### src/rtl/mc_event_stats.sv
module mc_event_stats #(
  parameter int CNT_W = 32,
  parameter int CID_W = 6,
  parameter int AW    = 8
) (
  input  logic             clk,
  input  logic             rst_n,
  input  logic             reg_wr,
  input  logic [AW-1:0]    reg_addr,
  input  logic [31:0]      reg_wdata,
  output logic [31:0]      reg_rdata,
  input  logic             ev_grant,
  input  logic [CID_W-1:0] ev_client,
  input  logic             ev_write,
  input  logic             ev_hp,
  input  logic             ev_tm,
  input  logic             ev_bw,
  input  logic             ev_bank_aa,
  input  logic             ev_bank_bb,
  input  logic             ev_page_miss,
  input  logic             ev_auto_pre
);
  localparam logic [AW-1:0] A_CTRL = AW'('h90);
  localparam logic [AW-1:0] A_LIM  = AW'('hA0);
  localparam logic [AW-1:0] A_CLK  = AW'('hA4);
  localparam logic [AW-1:0] A_G0   = AW'('hA8);
  localparam logic [AW-1:0] A_G1   = AW'('hAC);
  localparam logic [AW-1:0] A_C0   = AW'('hB8);
  localparam logic [AW-1:0] A_C1   = AW'('hBC);
  localparam logic [31:0] CTL_MASK = 32'h37FF_3F00;
  localparam logic [CNT_W-1:0] CNT_MAX = {CNT_W{1'b1}};

  logic             en;
  logic [1:0]       cmd_q;
  logic [CNT_W-1:0] limit, clocks;
  logic             have_prev, prev_write;
  logic [CID_W-1:0] prev_client;
  logic [1:0][31:0]      ctl_v;
  logic [1:0][CNT_W-1:0] cnt_v;

  wire       ctrl_wr = reg_wr && reg_addr == A_CTRL;
  wire [1:0] cmd     = reg_wdata[9:8];
  wire       wipe    = ctrl_wr && !cmd[1];
  wire       succ    = ev_grant && have_prev && ev_client == prev_client;
  wire       rwchg   = ev_grant && have_prev && ev_write != prev_write;

  always_ff @(posedge clk) begin
    if (!rst_n) begin
      en          <= 1'b0;
      cmd_q       <= 2'd0;
      limit       <= CNT_MAX;
      clocks      <= '0;
      have_prev   <= 1'b0;
      prev_write  <= 1'b0;
      prev_client <= '0;
    end else begin
      if (ctrl_wr) begin
        cmd_q <= cmd;
        if (cmd == 2'd3)      en <= 1'b1;
        else if (cmd != 2'd1) en <= 1'b0;
      end
      if (reg_wr && reg_addr == A_LIM) limit <= reg_wdata[CNT_W-1:0];
      if (wipe)                         clocks <= '0;
      else if (en && clocks < limit)    clocks <= clocks + 1'b1;
      if (wipe) begin
        have_prev <= 1'b0;
      end else if (ev_grant) begin
        have_prev   <= 1'b1;
        prev_write  <= ev_write;
        prev_client <= ev_client;
      end
    end
  end

  for (genvar g = 0; g < 2; g++) begin : g_gather
    localparam logic [AW-1:0] A_MY = (g == 0) ? A_G0 : A_G1;
    logic [31:0]      ctl;
    logic [CNT_W-1:0] cnt;
    logic             raw, tag, hit;

    always_comb begin
      case (ctl[23:16])
        8'd0:    raw = ev_grant;
        8'd1:    raw = ev_grant && !ev_write;
        8'd2:    raw = ev_grant && ev_write;
        8'd3:    raw = rwchg;
        8'd4:    raw = succ;
        8'd5:    raw = ev_grant && ev_bank_aa;
        8'd6:    raw = ev_grant && ev_bank_bb;
        8'd7:    raw = ev_grant && ev_page_miss;
        8'd8:    raw = ev_grant && ev_auto_pre;
        default: raw = 1'b0;
      endcase
      case (ctl[25:24])
        2'd0:    tag = ev_hp;
        2'd1:    tag = ev_tm;
        2'd2:    tag = ev_bw;
        default: tag = 1'b0;
      endcase
    end

    assign hit = raw
               && (!ctl[26] || ev_client == ctl[8 +: CID_W])
               && (ctl[29:28] == 2'd1 ? !tag : ctl[29:28] == 2'd2 ? tag : 1'b1);

    always_ff @(posedge clk) begin
      if (!rst_n) begin
        ctl <= '0;
        cnt <= '0;
      end else begin
        if (reg_wr && reg_addr == A_MY) ctl <= reg_wdata & CTL_MASK;
        if (wipe)                              cnt <= '0;
        else if (en && hit && cnt != CNT_MAX)  cnt <= cnt + 1'b1;
      end
    end

    assign ctl_v[g] = ctl;
    assign cnt_v[g] = cnt;
  end

  always_comb begin
    reg_rdata = '0;
    case (reg_addr)
      A_CTRL:  reg_rdata[9:8] = cmd_q;
      A_LIM:   reg_rdata[CNT_W-1:0] = limit;
      A_CLK:   reg_rdata[CNT_W-1:0] = clocks;
      A_G0:    reg_rdata = ctl_v[0];
      A_G1:    reg_rdata = ctl_v[1];
      A_C0:    reg_rdata[CNT_W-1:0] = cnt_v[0];
      A_C1:    reg_rdata[CNT_W-1:0] = cnt_v[1];
      default: reg_rdata = '0;
    endcase
  end
endmodule

### config.mk
export PLATFORM = sky130hd
export DESIGN_NAME = mc_event_stats
export DESIGN_NICKNAME = d
export VERILOG_FILES = /design/src/rtl/mc_event_stats.sv
export SDC_FILE = /design/constraint.sdc
export NUM_CORES = 1
export LEC_CHECK = 0
export BUFFER_PORTS_ARGS = -buffer_cell sky130_fd_sc_hd__buf_2
export CAP_MARGIN = 10
export CORE_ASPECT_RATIO = 1.2
export CORE_MARGIN = 4
export CORE_UTILIZATION = 45
export CTS_BUF_LIST = sky130_fd_sc_hd__clkbuf_2
export DETAILED_ROUTE_END_ITERATION = 8
export SYNTH_ARGS = -nofsm -noshare
export SYNTH_HDL_FRONTEND = slang
export SYNTH_SLANG_ARGS = --single-unit
### constraint.sdc
create_clock -name clk -period 3.14 [get_ports clk]
set_clock_uncertainty 0.1 [all_clocks]
set_input_delay 0.314 -clock clk [delete_from_list [all_inputs] [get_ports clk]]
set_output_delay 0.314 -clock clk [all_outputs]
set_load 0.02 [all_outputs]
Word level (Yosys, flattened, before mapping)
Cells that the tools add are included.
{"block": "op_classes", "addsub": 3, "multipliers": 0, "n_div": 0, "n_lt_le_gt_ge": 1, "n_eq_ne": 39, "n_shift": 0, "mux": 13, "bitwise": 2, "n_reduce_logical": 39}
{"operator": "22-bit one-hot mux with 6 select lines", "count": 1}
{"operator": "32-bit by 1-bit adder with 32-bit output, second input constant", "count": 3}
{"operator": "8-bit by 3-bit equality test with 1-bit output, second input constant", "count": 8}
{"operator": "32-bit inequality test, second input constant", "count": 2}
{"operator": "8-bit equality test, second input constant", "count": 7}
{"operator": "8-bit by 2-bit equality test with 1-bit output, second input constant", "count": 4}
{"operator": "32-bit < comparator", "count": 1}
{"operator": "8-bit one-hot mux with 4 select lines", "count": 1}
{"operator": "1-bit logical AND", "count": 23}
{"operator": "6-bit equality test", "count": 3}
{"operator": "1-bit one-hot mux with 9 select lines", "count": 2}
{"operator": "8-bit by 1-bit equality test with 1-bit output, second input constant", "count": 2}
{"operator": "8-bit by 4-bit equality test with 1-bit output, second input constant", "count": 2}
{"operator": "8-bit logical NOT", "count": 2}
{"operator": "2-bit one-hot mux with 7 select lines", "count": 1}
{"operator": "2-bit equality test, second input constant", "count": 5}
{"operator": "2-bit by 1-bit equality test with 1-bit output, second input constant", "count": 4}
{"operator": "1-bit logical NOT", "count": 6}
{"operator": "1-bit 2-to-1 mux", "count": 6}
{"operator": "1-bit one-hot mux with 3 select lines", "count": 2}
{"operator": "2-bit logical NOT", "count": 2}
{"operator": "2-bit AND reduction", "count": 2}
{"operator": "1-bit logical OR", "count": 2}
{"operator": "2-bit by 1-bit inequality test with 1-bit output, second input constant", "count": 1}
{"operator": "4 further kinds", "count": 5}
{"block": "word_totals", "ff_bits": 177, "latchBits": 0, "ramBits": 0, "romBits": 0, "in_bits": 58, "output_inout_bits": 32, "n_memories": 0}

Logic depth before layout (Yosys ltp)
Gate-level depths: netlist (run 1).
{"block": "depth", "ltp_word": 7, "ltp_mapped": 11}

Worst setup path after synthesis (run 1)
No wires, ideal clock.
{"block": "synth_timing", "kind": "reg-to-reg", "start": "register limit[17]", "end": "register clocks[22]", "setup_time_ns": 0.130, "arrival_time_ns": 2.514, "slack_ns": 0.396, "stages_incl_launch_ff": 12, "n_path_buf": 2, "synth_period_minus_slack_ns": 2.744, "path_cell_list": "dfxtp_1 inv_1 ha_1 a21oi_1 o21ai_1 a221o_1 a2111o_1 a21o_4 buf_6 buf_2 o41ai_1 a21oi_1"}
{"block": "synth_between", "elab_chain_len": 2}
{"item": "start: declaration", "line_no": "35", "text": "logic [CNT_W-1:0] limit, clocks;"}
{"item": "start signal: assignment", "line_no": "62", "text": "if (reg_wr && reg_addr == A_LIM) limit <= reg_wdata[CNT_W-1:0];"}
{"item": "32-bit < comparator", "line_no": "64", "text": "else if (en && clocks < limit) clocks <= clocks + 1'b1;"}
{"item": "1-bit logical AND", "line_no": "64"}
{"item": "end signal: assignment", "line_no": "64"}
{"item": "end: declaration", "line_no": "35"}
Every way passes these cells.
A chain may end at the register's enable or synchronous reset.

Worst setup path in the final report (run 1)
{"block": "layout_timing", "start": "register limit[17]", "end": "register clocks[7]"}
The elaborated chain is that of the path after synthesis.

==> summary by stage, run 1 <==
Status
The flow ran to the end, and the final reports show no timing, DRC or antenna violations.

Drt
The number of DRC markers after the initial detailed-route iteration is 742. For this run, the detailed router's first-pass iteration total came to 5. After detailed routing, the number of remaining DRC violations is 0. The routed via count divided by cell count is 5.951. The antenna violation net count after detailed routing is 0. In the final routed layout, each cell accounts on average for 19.82 um.

The detailed router placed 9694 vias in this run. The routed design has 32.29 mm of wire.

Synthesis
Counting flops with a built-in enable in the synthesized netlist gives 0. The fraction of registers with async set/reset is 0%. Synthesis produced a netlist whose cell count is 1208. The number of nets handed over by synthesis was 1300. During synthesis, Yosys emitted a total of 0 warnings. The netlist uses 65 different library cells. In this run, synthesis produced a sequential element count of 177. Of the synthesized area, sequential elements account for 34.88%.

The area of the mapped netlist is 10160 um^2. Among all flip-flop cells after synthesis, the most frequent one is dfxtp_1. The mean area per synthesized cell is 8.410 um^2.

Placed design
Routability-driven placement finished with a final weighted congestion of 0.8659. The port buffer count is 89. The cell area after placement is 11120 um^2. Detailed placement finished with a half-perimeter wire length of 23.71 mm.

Clock tree
Clock tree synthesis found a total of 177 sinks. The master cell of the clock root buffer is clkbuf_2. Clock-pin slew was measured on the worst setup and hold paths at 260 ps. The TritonCTS buffer count is 17. The level count of the clock H-tree is 4. The CTS tree is done. The clock insertion delay at the later pin of the skew report is 760 ps. The maximum clock insertion buffer count is 2.

Setup path
The required time of the critical path is 3760 ps. The most repeated library cell on the critical path is a21oi_1. The class of the most critical setup path is flip-flop to flip-flop. For the worst setup path, the data arrival time is 3610 ps. The cell with the biggest individual delay on the critical path is a2111o_1. The category of cells accounting for the largest share of critical-path delay is compound AO/OA/AOI/OAI gates. The largest single stage delay on the critical path is 490 ps. Traced cell by cell, the critical path runs through inv_1 > ha_1 > a21oi_1 > o21ai_1 > a221o_1 > a2111o_1 > a21o_2 > or3_1 > a21oi_1.

The worst-path maximum fanout is 27. The worst setup path is captured at a flip-flop. STA classifies the critical path startpoint as a flip-flop.

The sum of buffers and inverters on the critical path is 1.

Pwr
The worst-case IR drop observed on VDD is 233.7 uV. Power spread over the standard cell area amounts to 338.1 nW/um^2. The cell leakage power is 4.568 nW.

Timing
The count of final hold-check violations is 0. The number of pins exceeding their max-slew limit in the final report is 0. The number of setup violations in the final report is 0. The clock period minus worst slack is 2991 ps.

The slew at the pin closest to its max-slew limit is 974.7 ps. Measured against its own limit, the worst slew margin works out to 35.02%. The post-route fraction of the period consumed by the critical path is 95.26%. The upper clock frequency limit is 0.3343 GHz. The final sum of negative setup slack is 0 ps. Setup repair after global routing left no endpoint under its margin.

Die
The die is 145.2 um wide. The total die area is 25060 um^2. The number of cell rows is 59. The initial core utilization is 46.34%. The count of boundary I/O pins is 90. The die height is 172.6 um. The floorplan step defined a core boundary enclosing 21920 um^2.

Final layout
The cell area after layout is 11860 um^2. Cells with a size suffix above 1 make up 15.66% of the layout. The layout-stage area growth over the synthesis result is 16.75%. The number of nets at the end of the flow is 1433.

Hold path
The class of the tightest hold or removal check is input pin to flip-flop.

Run
The tool flagged a number of max-cap violations equal to 0.

Global routing
Entering global routing, the biggest net connects 76 pins. The number of antenna violations at the first check in global routing is 1. The final global-route overflow total is 0. The number of global-route vias before repair is 9313. The global-route wire length before repair is 50.90 mm.

For this run, the total global-route usage over all layers was measured as 25.17%.
## report_power, final
group | internal, mW | switching [mW] | total [mW]
registers | 2.26 | 0.00697 | 2.27
clock network | 0.606 | 0.845 | 1.45
logic | 0.135 | 0.155 | 0.290
total | 3.00 | 1.01 | 4.01
## final timing paths
path	start	slack [ps]	endpoint	cells past startpoint
max	limit[17]	150	clocks[7]	9
min	reg_wr	90	cmd_q[0]	4
max reg2reg	limit[17]	150	clocks[7]	9
min reg2reg	g_gather[1].ctl[20]	410	g_gather[1].ctl[20]	2
## through the flow
| stage | hold slack, ps | setup WS, ps | total power [mW] | util [%] | instances |
|---|---|---|---|---|---|
| 2_1_floorplan | 329.8 | 396.2 | 2.444 | - | 1208 |
| 5_1_grt | 42.29 | 42.14 | 4.139 | 54.10 | 1629 |
| 4_1_cts | 17.15 | 88.55 | 4.038 | 54.00 | 1626 |
| 3_3_place_gp | 371.8 | 209.9 | 2.556 | 50.72 | 1552 |
| 3_5_place_dp | 377.7 | 127.7 | 2.557 | 50.72 | 1552 |
| 6_report | 91.88 | 149.0 | 4.010 | 54.10 | 1629 |
## cells in the mapped netlist (2+ instances only)
master	n	area, um^2
inv_1	50	187.7
nand2b_1	5	31.28
a21o_1	4	30.03
nand3_1	41	205.2
a31o_2	3	26.28
a31oi_1	2	12.51
nand4_1	32	200.2
nand2_1	163	611.8
and3_1	19	118.9
o41ai_1	5	43.79
nand4b_1	3	26.28
or4b_1	4	40.04
xor2_1	22	192.7
buf_2	15	75.07
clkbuf_1	48	180.2
dfxtp_1	177	3543
and4_1	11	96.34
o211ai_1	36	270.3
a211oi_1	6	45.04
ha_1	34	425.4
o31ai_1	17	127.6
nand3b_1	8	60.06
o31a_1	2	17.52
o21ai_0	73	365.4
nor2b_1	29	181.4
nor4_1	5	31.28
nor3_1	12	60.06
and2_1	10	62.56
a21boi_0	20	150.1
mux4_2	19	427.9
or3_1	49	306.5
o21a_1	5	37.54
a221o_1	12	120.1
nor2_1	54	202.7
buf_1	4	15.01
a21oi_1	83	415.4
a222oi_1	4	40.04
mux2i_1	64	640.6
and4b_1	2	20.02
nor4b_1	2	17.52
o41ai_2	2	32.53
xnor2_1	9	78.83
or4_1	21	157.7
## per-layer routing
layer / GRT usage [%] / share of wire [%] / vias up
li1: - / - / 4725
met2: 43.58 / 50 / 250
met5: 0 / 0 / -
met3: 3.534 / 4.9 / 57
met1: 32.44 / 42 / 4662
met4: 8.393 / 3.0 / 0
## sequential cells by signal (all words and copies together) (netlist names), 2 cells and up
register,cells
prev_client,6
limit,32
g_gather.cnt,64
g_gather.ctl,38
cmd_q,2
clocks,32
## cell usage in the layout (no fill, tap or decap), types with 41 or more instances in the layout
cell type      count
inv_1             50
dlygate4sd3_1     42
nor2_1            54
nand3_1           41
o21ai_0           71
buf_2             89
mux2i_1           64
dfxtp_1          176
buf_4             45
a21oi_1           83
nand2_1          163
or3_1             49
## cell type report
| class | count | area (um^2) |
|---|---|---|
| Fill cell | 2078 | 10060 |
| Multi-Input combinational cell | 914 | 6180 |
| Sequential cell | 177 | 3545 |
| Timing Repair Buffer | 181 | 1304 |
| Tap cell | 274 | 342.8 |
| Clock inverter | 14 | 210.2 |
| Inverter | 50 | 187.7 |
| Clock buffer | 18 | 90.09 |
| Antenna cell | 1 | 2.502 |
## worst reg2reg max path, cell delays in order, from the launching register on
cell,delay [ps]
dfxtp_1,380
inv_1,60
ha_1,300
a21oi_1,150
o21ai_1,90
a221o_1,390
a2111o_1,490
a21o_2,440
or3_1,430
a21oi_1,140
## cell families (layout without fill, tap and decap cells)
kind of cell	Yosys count	after routing	share of synthesized area, %
fa+ha+maj	34	34	4.187
simple gates	478	478	24.74
buf+inv	119	263	4.692
mux	83	83	10.52
compound gates	286	288	18.31
xor+xnor	31	31	2.672
other cells	0	1	0
flops	177	177	34.88
## repair_timing
item / in CTS / in global routing
resized for setup: 0 / 2
hold buffers: 42 / 0
hold endpoints to repair: 86 / 0
endpoints found under the setup margin: 0 / 14
setup buffers: 0 / 0
(Power assumes the default switching activity.)
==> inputs of run 2 (changes only) <==
REMOVE_ABC_BUFFERS = 1   (was not set)
==> run 2 against run 1 <==
Compared with the run above: register-to-register slack got worse by 30 ps; power fell by 5.1%; critical path depth unchanged; via count decreased by 1.7%; sequential power barely moved; routed wire length fell by 3.2%; largest cell class unchanged.
==> summary by stage, run 2 (synthesis gave the netlist of run 1 again) <==
Status
The flow ran to the end, and the final reports show no timing, DRC or antenna violations.

Die
The initial core utilization is 46.34%. The floorplan step defined a core boundary enclosing 21920 um^2. The die boundary width is 145.2 um.

In this run the vertical extent of the chip is 172.6 um. Row generation in the floorplan step produced 59 rows. 90 I/O pins were placed.

The floorplan step defined a die boundary enclosing 25060 um^2.

Pwr
For this design the total switching power over the nets is 1.027 mW. The clock group share of total power is 32.9%. The switching fraction of total power is 26.98%. Power spread over the standard cell area amounts to 324.5 nW/um^2. The internal portion of the total power is 2.780 mW. Across the VDD grid, the largest voltage drop is 199.5 uV. The fraction of power consumed by sequential logic is 59.6%.

The cell leakage power is 4.500 nW. The share of power burned in combinational logic is 7.5%.

Drt
The routed via count divided by cell count is 5.870. The wire length reported by the detailed router is 31.26 mm. For this block, the via count after detailed routing is 9533.

The post-route DRC violation count is 0. For this run, the detailed router's first-pass iteration total came to 5. After detailed routing, the average wire length per cell comes to 19.25 um. The number of DRC markers after the initial detailed-route iteration is 541. Once detail routing completed, the nets flagged for antenna violations numbered 0.

Final layout
The largest registers in the layout are g_gather.cnt (64), g_gather.ctl (38). The number of nets at the end of the flow is 1428. In the layout the commonest cells are 175 x dfxtp_1, 163 x nand2_1, 89 x buf_2, 83 x a21oi_1, 72 x o21ai_0. The register with the most flip-flops in the layout has 64 of them. The fill cell total of the finished layout is 2108. The library cell used most frequently in the layout, excluding fill and tap cells, is dfxtp_1.

The finished cells cover 11730 um^2. More flip-flops sit in one register than any other, and that register is g_gather.cnt. The final core utilization is 53.51%.

In the final layout, the share of cells above drive strength 1 is 15.27%. From synthesis to final layout, the design area changed by 15.48%.

Global routing
The overall fraction of global-route tracks in use is 24.48%. The number of antenna violations at the first check in global routing is 1. The maximum number of pins on one net before global-route repair is 80. The final global-route overflow total is 0. The number of global-route vias before repair was 8973. The global-route wire length before repair is 49.45 mm.

Clock tree
Clock-pin slew was measured on the worst setup and hold paths at 290 ps. The cell sitting at the root of the clock tree is a clkbuf_2. The TritonCTS buffer count is 17. Clock tree synthesis found a total of 177 sinks.

The maximum clock insertion buffer count is 2. The setup fix buffers added after clock tree synthesis is 0. The H-tree was split into 4 levels. The CTS tree is done. The clock reaches the later pin of the worst-skew pair after 770 ps.

Timing
Counting I/O delays and the setup requirement, the final critical path takes 3021 ps. Setup violations remaining at the end of the flow were counted as 0. Setup repair after global routing could not meet its margin everywhere. For the pin with the worst max-slew slack, the measured transition is 880.6 ps. The worst-case headroom to the max-slew limit is 41.29%. Based on the critical path, the design can be clocked at up to 0.3311 GHz. The post-route fraction of the period consumed by the critical path is 96.20%. The number of pins exceeding their max-slew limit in the final report is 0. The count of final hold-check violations is 0. Hold is met by 112.8 ps.

Setup path
Of all nets on the critical path, the largest fanout is 54. Tracing the worst setup path back leads to its startpoint at limit[17]. For the worst setup path, the data arrival time is 3650 ps. The required time of the critical path is 3770 ps. The worst setup path is of the flip-flop to flip-flop kind.

The worst register-to-register path begins at limit[17]. STA classifies the critical path endpoint as a flip-flop. STA classifies the critical path startpoint as a flip-flop.

Hold path
The start point of the worst hold path is reg_addr[4]. The class of the tightest hold or removal check is input pin to flip-flop.

Placed design
Buffers placed on the I/O ports in this run total 89. The final RePlAce weighted congestion is 0.8624. The cell area after placement is 11050 um^2.

The estimated wirelength of the detail-placed design is 23.24 mm.

Run
Max-cap violations in this run came to 0.
## run 2: changes by cell type in the layout (fill, tap and decap cells not counted), moves of 2 or more
cell and change:
clkinv_2 -3, clkinv_4 +3, bufinv_16 -3, a21o_2 -2, buf_12 -3
## run 2: repair_timing
| action | 4_1_cts | 5_1_grt |
|---|---|---|
| setup endpoints to repair | 0 | 6 |
| endpoints found under the hold margin | 81 | 6 |
| hold buffers | 42 | 1 |
| resized for setup | 0 | 2 |
## run 2: area by class of cell
class / instances / area [um^2] / share of cell area, %
antenna: 1 / 2.502 / 0.02133
inverter: 50 / 187.7 / 1.600
timing repair buffer: 178 / 1246 / 10.62
multi-input combinational: 912 / 6162 / 52.52
tap: 274 / 342.8 / 2.922
clock buffer: 18 / 90.09 / 0.7678
clock inverter: 14 / 155.1 / 1.322
sequential: 177 / 3546 / 30.22
## run 2: final timing paths
path                          to  slack [ps]  cells past startpoint
max                   clocks[12]         120                      9
min reg2reg             cmd_q[0]         390                      2
max reg2reg           clocks[12]         120                      9
min          g_gather[1].ctl[20]         110                      7
## run 2: worst max-delay path, cell delays in order (launching register included)
cell      delay (ps)
dfxtp_2          390
inv_1             50
ha_1             300
a21oi_1          150
o21ai_1          100
a221o_1          370
a2111o_1         450
a21o_4           350
or4_1            560
a21oi_1          160
## run 2: power by group through the flow
| stage | sequential, mW | clock [mW] | combinational (mW) |
|---|---|---|---|
| after floorplan | 2.31 | 0 | 0.100 |
| after global placement | 2.31 | 0 | 0.242 |
| after detailed placement | 2.31 | 0 | 0.243 |
| after CTS | 2.27 | 1.28 | 0.283 |
| after global routing | 2.27 | 1.38 | 0.305 |
| final | 2.27 | 1.25 | 0.285 |
## run 2: per-layer routing
layer | track usage, % | wire length, um | up-vias
met1 | 32.80 | 14040 | 4546
met2 | 41.35 | 15200 | 234
met5 | 0 | 0 | -
li1 | - | - | 4713
met4 | 7.007 | 662 | 0
met3 | 3.560 | 1351 | 40
## run 2: stage by stage
step / total power, mW / instances / setup TNS [ps] / setup slack [ps]
6_report: 3.808 / 1624 / 0 / 119.4
2_1_floorplan: 2.408 / 1139 / -308430 / -3472
3_3_place_gp: 2.552 / 1548 / 0 / 197.3
3_5_place_dp: 2.553 / 1548 / 0 / 149.4
5_1_grt: 3.961 / 1624 / -28.82 / -28.82
4_1_cts: 3.838 / 1622 / 0 / 119.4
==> inputs of run 3 (changes only) <==
ABC_AREA = 1   (was not set)
SLEW_MARGIN = 20   (was not set)
==> run 3 against run 2 <==
Compared with the run above: sequential power about the same; flip-flop and latch count unchanged; clock power up 3%; synthesized cell count up 46%; utilization down 1.5 points; register-to-register slack better by 410 ps; global-route usage up 4.6 points; clock-buffer cell count up 1; first-iteration DRC count up 80%; final cell count up 37%; non-clock buffer count down 5; largest cell class unchanged.
==> summary by stage, run 3 <==
Drt
The post-route DRC violation count is 0. The antenna violation net count after detailed routing is 0. The wire length reported by the detailed router is 41.02 mm.

The number of DRC markers after the initial detailed-route iteration is 974. The number of vias in the routed layout is 12164. The total iterations of the first detailed-routing run is 8. The final routed wire length divided by cell count is 18.39 um. Using the TritonRoute via totals, the vias-per-cell ratio works out to 5.452.

Timing
The slew at the pin closest to its max-slew limit is 800.9 ps. The upper clock frequency limit is 0.3303 GHz. The number of setup violations in the final report is 0. The count of final hold-check violations is 0. The worst path needs 3027 ps of the cycle, external delays included. Measured against its own limit, the worst slew margin works out to 46.61%. The post-layout worst setup margin is 112.9 ps. The worst hold slack is 110.3 ps. The post-route fraction of the period consumed by the critical path is 96.40%. Summed over all failing endpoints, the final setup total negative slack is 0 ps. The number of pins exceeding their max-slew limit in the final report came to 0. Setup repair after global routing left no endpoint under its margin.

Pwr
In this run the power density over the cells is 297.8 nW/um^2. VDD sags by at most 181.5 uV. The overall power is 3.821 mW. In this run switching power makes up 27.84% of total power. Summed over all nets, the switching power comes to 1.064 mW. Sequential cells account for 59.4% of the total power. The share of power burned in combinational logic is 6.8%. Internal power comes to 2.757 mW. The clock network is responsible for 33.8% of the overall power. The analysis attributes to cell leakage a power of 5.494 nW.

Setup path
The endpoint identified for the worst register-to-register timing path is g_gather[0].cnt[23]. The required time of the critical path is 2730 ps. Walking the worst path, the cells encountered are dlygate4sd3_1 > buf_2 > nor4_2 > nand2_1 > buf_4 > o22ai_1 > nor2_1 > o221ai_1 > buf_2.

In this run the critical register-to-register path is launched from g_gather[0].ctl[20]. The cell with the biggest individual delay on the critical path is dlygate4sd3_1. For the worst setup path, the data arrival time is 2610 ps. The number of cells on the worst reg-to-reg path is 15. The most repeated library cell on the critical path is buf_2. The flop-to-flop setup slack is 530 ps. In this run the worst path has a maximum fanout of 14.

The class of the most critical setup path is input pin to output pin. In this design, the stage delay of the slowest critical-path cell is 550 ps. The category of the worst setup path capture point is an output pin. STA classifies the critical path startpoint as an input pin.

Placed design
In this run the cell area measured after placement is 12060 um^2. In this run the tool buffered the top-level ports with 89 buffer cells. The number of cells in the design after placement is 2147. At the placement stage, the worst setup path has a slack of 552.1 ps. The final RePlAce weighted congestion is 0.9536. The estimated wirelength of the detail-placed design is 31.29 mm.

Final layout
The layout-stage area growth over the synthesis result is 13.81%. The register containing the most flip-flops in the final layout is g_gather.cnt. The post-route netlist has 10.97% of its cells at a drive strength greater than 1. Leaving out fill and tap cells, the most frequent cell in the layout is nand2_1.

The finished layout holds 2231 standard cells, fillers aside. Once layout is complete, the utilization of the core stands at 52.00%. The finished cells cover 12830 um^2. After the last flow step, the layout net total stands at 1984.

In the final layout, the registers with the most flip-flops are g_gather.cnt (64), g_gather.ctl (38). Leaving out fill and tap cells, the most frequent cells in the layout are 465 x nand2_1, 227 x nor2_1, 221 x inv_1, 177 x dfxtp_1, 136 x a21oi_1. The number of flip-flops under the largest register name is 64.

Synthesis
After synthesis, the share of flip-flops with an asynchronous set or reset is 0%. Synthesis produced 1767 cells. The sequential element share of the synthesized area is 31.43%. In this run the biggest area consumer among cell types represents 31.43% of the synthesized area. The number of enable flip-flop cells after synthesis is 0.

During synthesis, Yosys emitted a total of 0 warnings. The cell with the most instances after synthesis is nand2_1. Counting instances in the post-synthesis netlist gives the leading cell types as 466 x nand2_1, 227 x nor2_1, 222 x inv_1, 177 x dfxtp_1, 137 x a21oi_1.

The post-synthesis cell type count is 47. Among all flip-flop cells after synthesis, the most frequent one is dfxtp_1. Summing every instance area after synthesis gives 11270 um^2. By area the synthesized netlist is led by dfxtp_1 31%, nand2_1 16%, nor2_1 7.6%, inv_1 7.4%, a21oi_1 6.1%. In this run, synthesis produced a sequential element count of 177. The mean area per synthesized cell is 6.380 um^2. The cell taking the most area after synthesis is dfxtp_1.

Clock tree
The clock-pin slew on the worst setup and hold paths is 260 ps. The CTS tree is done. For the worst-skew pair, the clock arrives at the later sink with an insertion delay of 850 ps.

The master cell of the clock root buffer is clkbuf_2. The level count of the clock H-tree is 4. The tree built by TritonCTS fans out to 177 sinks. Counting the buffers created by CTS gives 17. The clock passes through at most 2 buffers.

Global routing
The maximum number of pins on one net before global-route repair is 77. The number of antenna violations at the first check in global routing is 1. The number of global-route vias before repair is 11413. The first global-routing pass estimated 63.83 mm of wire. The overall fraction of global-route tracks in use is 29.08%.

The final global-route overflow total is 0.

Die
The initialized floorplan defines 63 standard-cell rows. 90 I/O pins were placed. The initial utilization of the core area, before any placement, comes to 45.69%. The die is 181.4 um tall. The die is 152.5 um wide.

The core area is 24670 um^2. The die covers 27660 um^2.

Status
The flow ran to the end, and the final reports show no timing, DRC or antenna violations.

Hold path
The end point of the worst hold path is g_gather[1].cnt[19]. The start point of the worst hold path is ev_auto_pre. The instance count along the most critical hold path is 9.

The class of the tightest hold or removal check is input pin to flip-flop.

Run
The tool flagged a number of max-cap violations equal to 0.
## run 3: cell count changes in the layout (fill, tap and decap cells not counted), moves of 49 or more
cell     delta
a21oi_1    +53
inv_1     +171
mux2i_1    -64
nand2_1   +302
nor2_1    +173
or3_1      -49
## run 3: worst max-delay path by stage
stage,slack [ps],to,startpoint
after floorplan,-620,clocks[0],limit[25]
after global placement,570,g_gather[0].cnt[23],ev_client[2]
after detailed placement,550,g_gather[0].cnt[23],ev_client[2]
after CTS,80,reg_rdata[10],reg_addr[4]
after global routing,20,reg_rdata[9],reg_addr[6]
final,110,reg_rdata[16],reg_addr[6]
## run 3: kinds of logic (layout without fill, tap and decap cells)
| family | Yosys count | after routing | share of synthesized area [%] |
|---|---|---|---|
| DFF | 177 | 177 | 31.43 |
| and+or+nand+nor | 922 | 922 | 36.24 |
| xor gates and xnor gates | 27 | 27 | 2.098 |
| AOI/OAI and AO/OA | 312 | 312 | 15.73 |
| adders and majority gates | 34 | 34 | 3.774 |
| buffers and inverters | 295 | 433 | 10.73 |
| other | 0 | 1 | 0 |
## run 3: area by class of cell
class | instances | area (um^2)
fillers | 2564 | 11840
well taps | 325 | 406.6
multi-input cells | 1295 | 6538
clock inverters | 13 | 150.1
clock buffers | 19 | 95.09
inverters | 228 | 865.8
flip-flops and latches | 177 | 3543
diodes | 1 | 2.502
repair buffers | 173 | 1229
## run 3: metal layers
metal,routed length [um],global-route usage [%],up-vias
met1,17800,37.01,5662
met4,1200,9.447,0
met2,19920,50.66,375
met5,0,0,-
met3,2097,4.458,81
li1,-,-,6046
## run 3: worst max-delay path: cells and delay by family
family,cells,cell delay [ps]
AOI/OAI and AO/OA,2,440
buffers and inverters,4,1180
and+or+nand+nor,3,670
## run 3: timing repair
item                       4_1_cts  5_1_grt
hold buffers                    51        0
setup endpoints to repair        0        8
hold endpoints to repair        99        0
resized for setup                0        4
buffers inserted                 0        0
## run 3: power groups by stage
stage | combinational [mW] | clock (mW) | sequential [mW]
final | 0.260 | 1.29 | 2.27
after global routing | 0.285 | 1.41 | 2.27
after CTS | 0.256 | 1.33 | 2.27
after detailed placement | 0.211 | 0 | 2.31
after global placement | 0.210 | 0 | 2.31
after floorplan | 0.0975 | 0 | 2.31
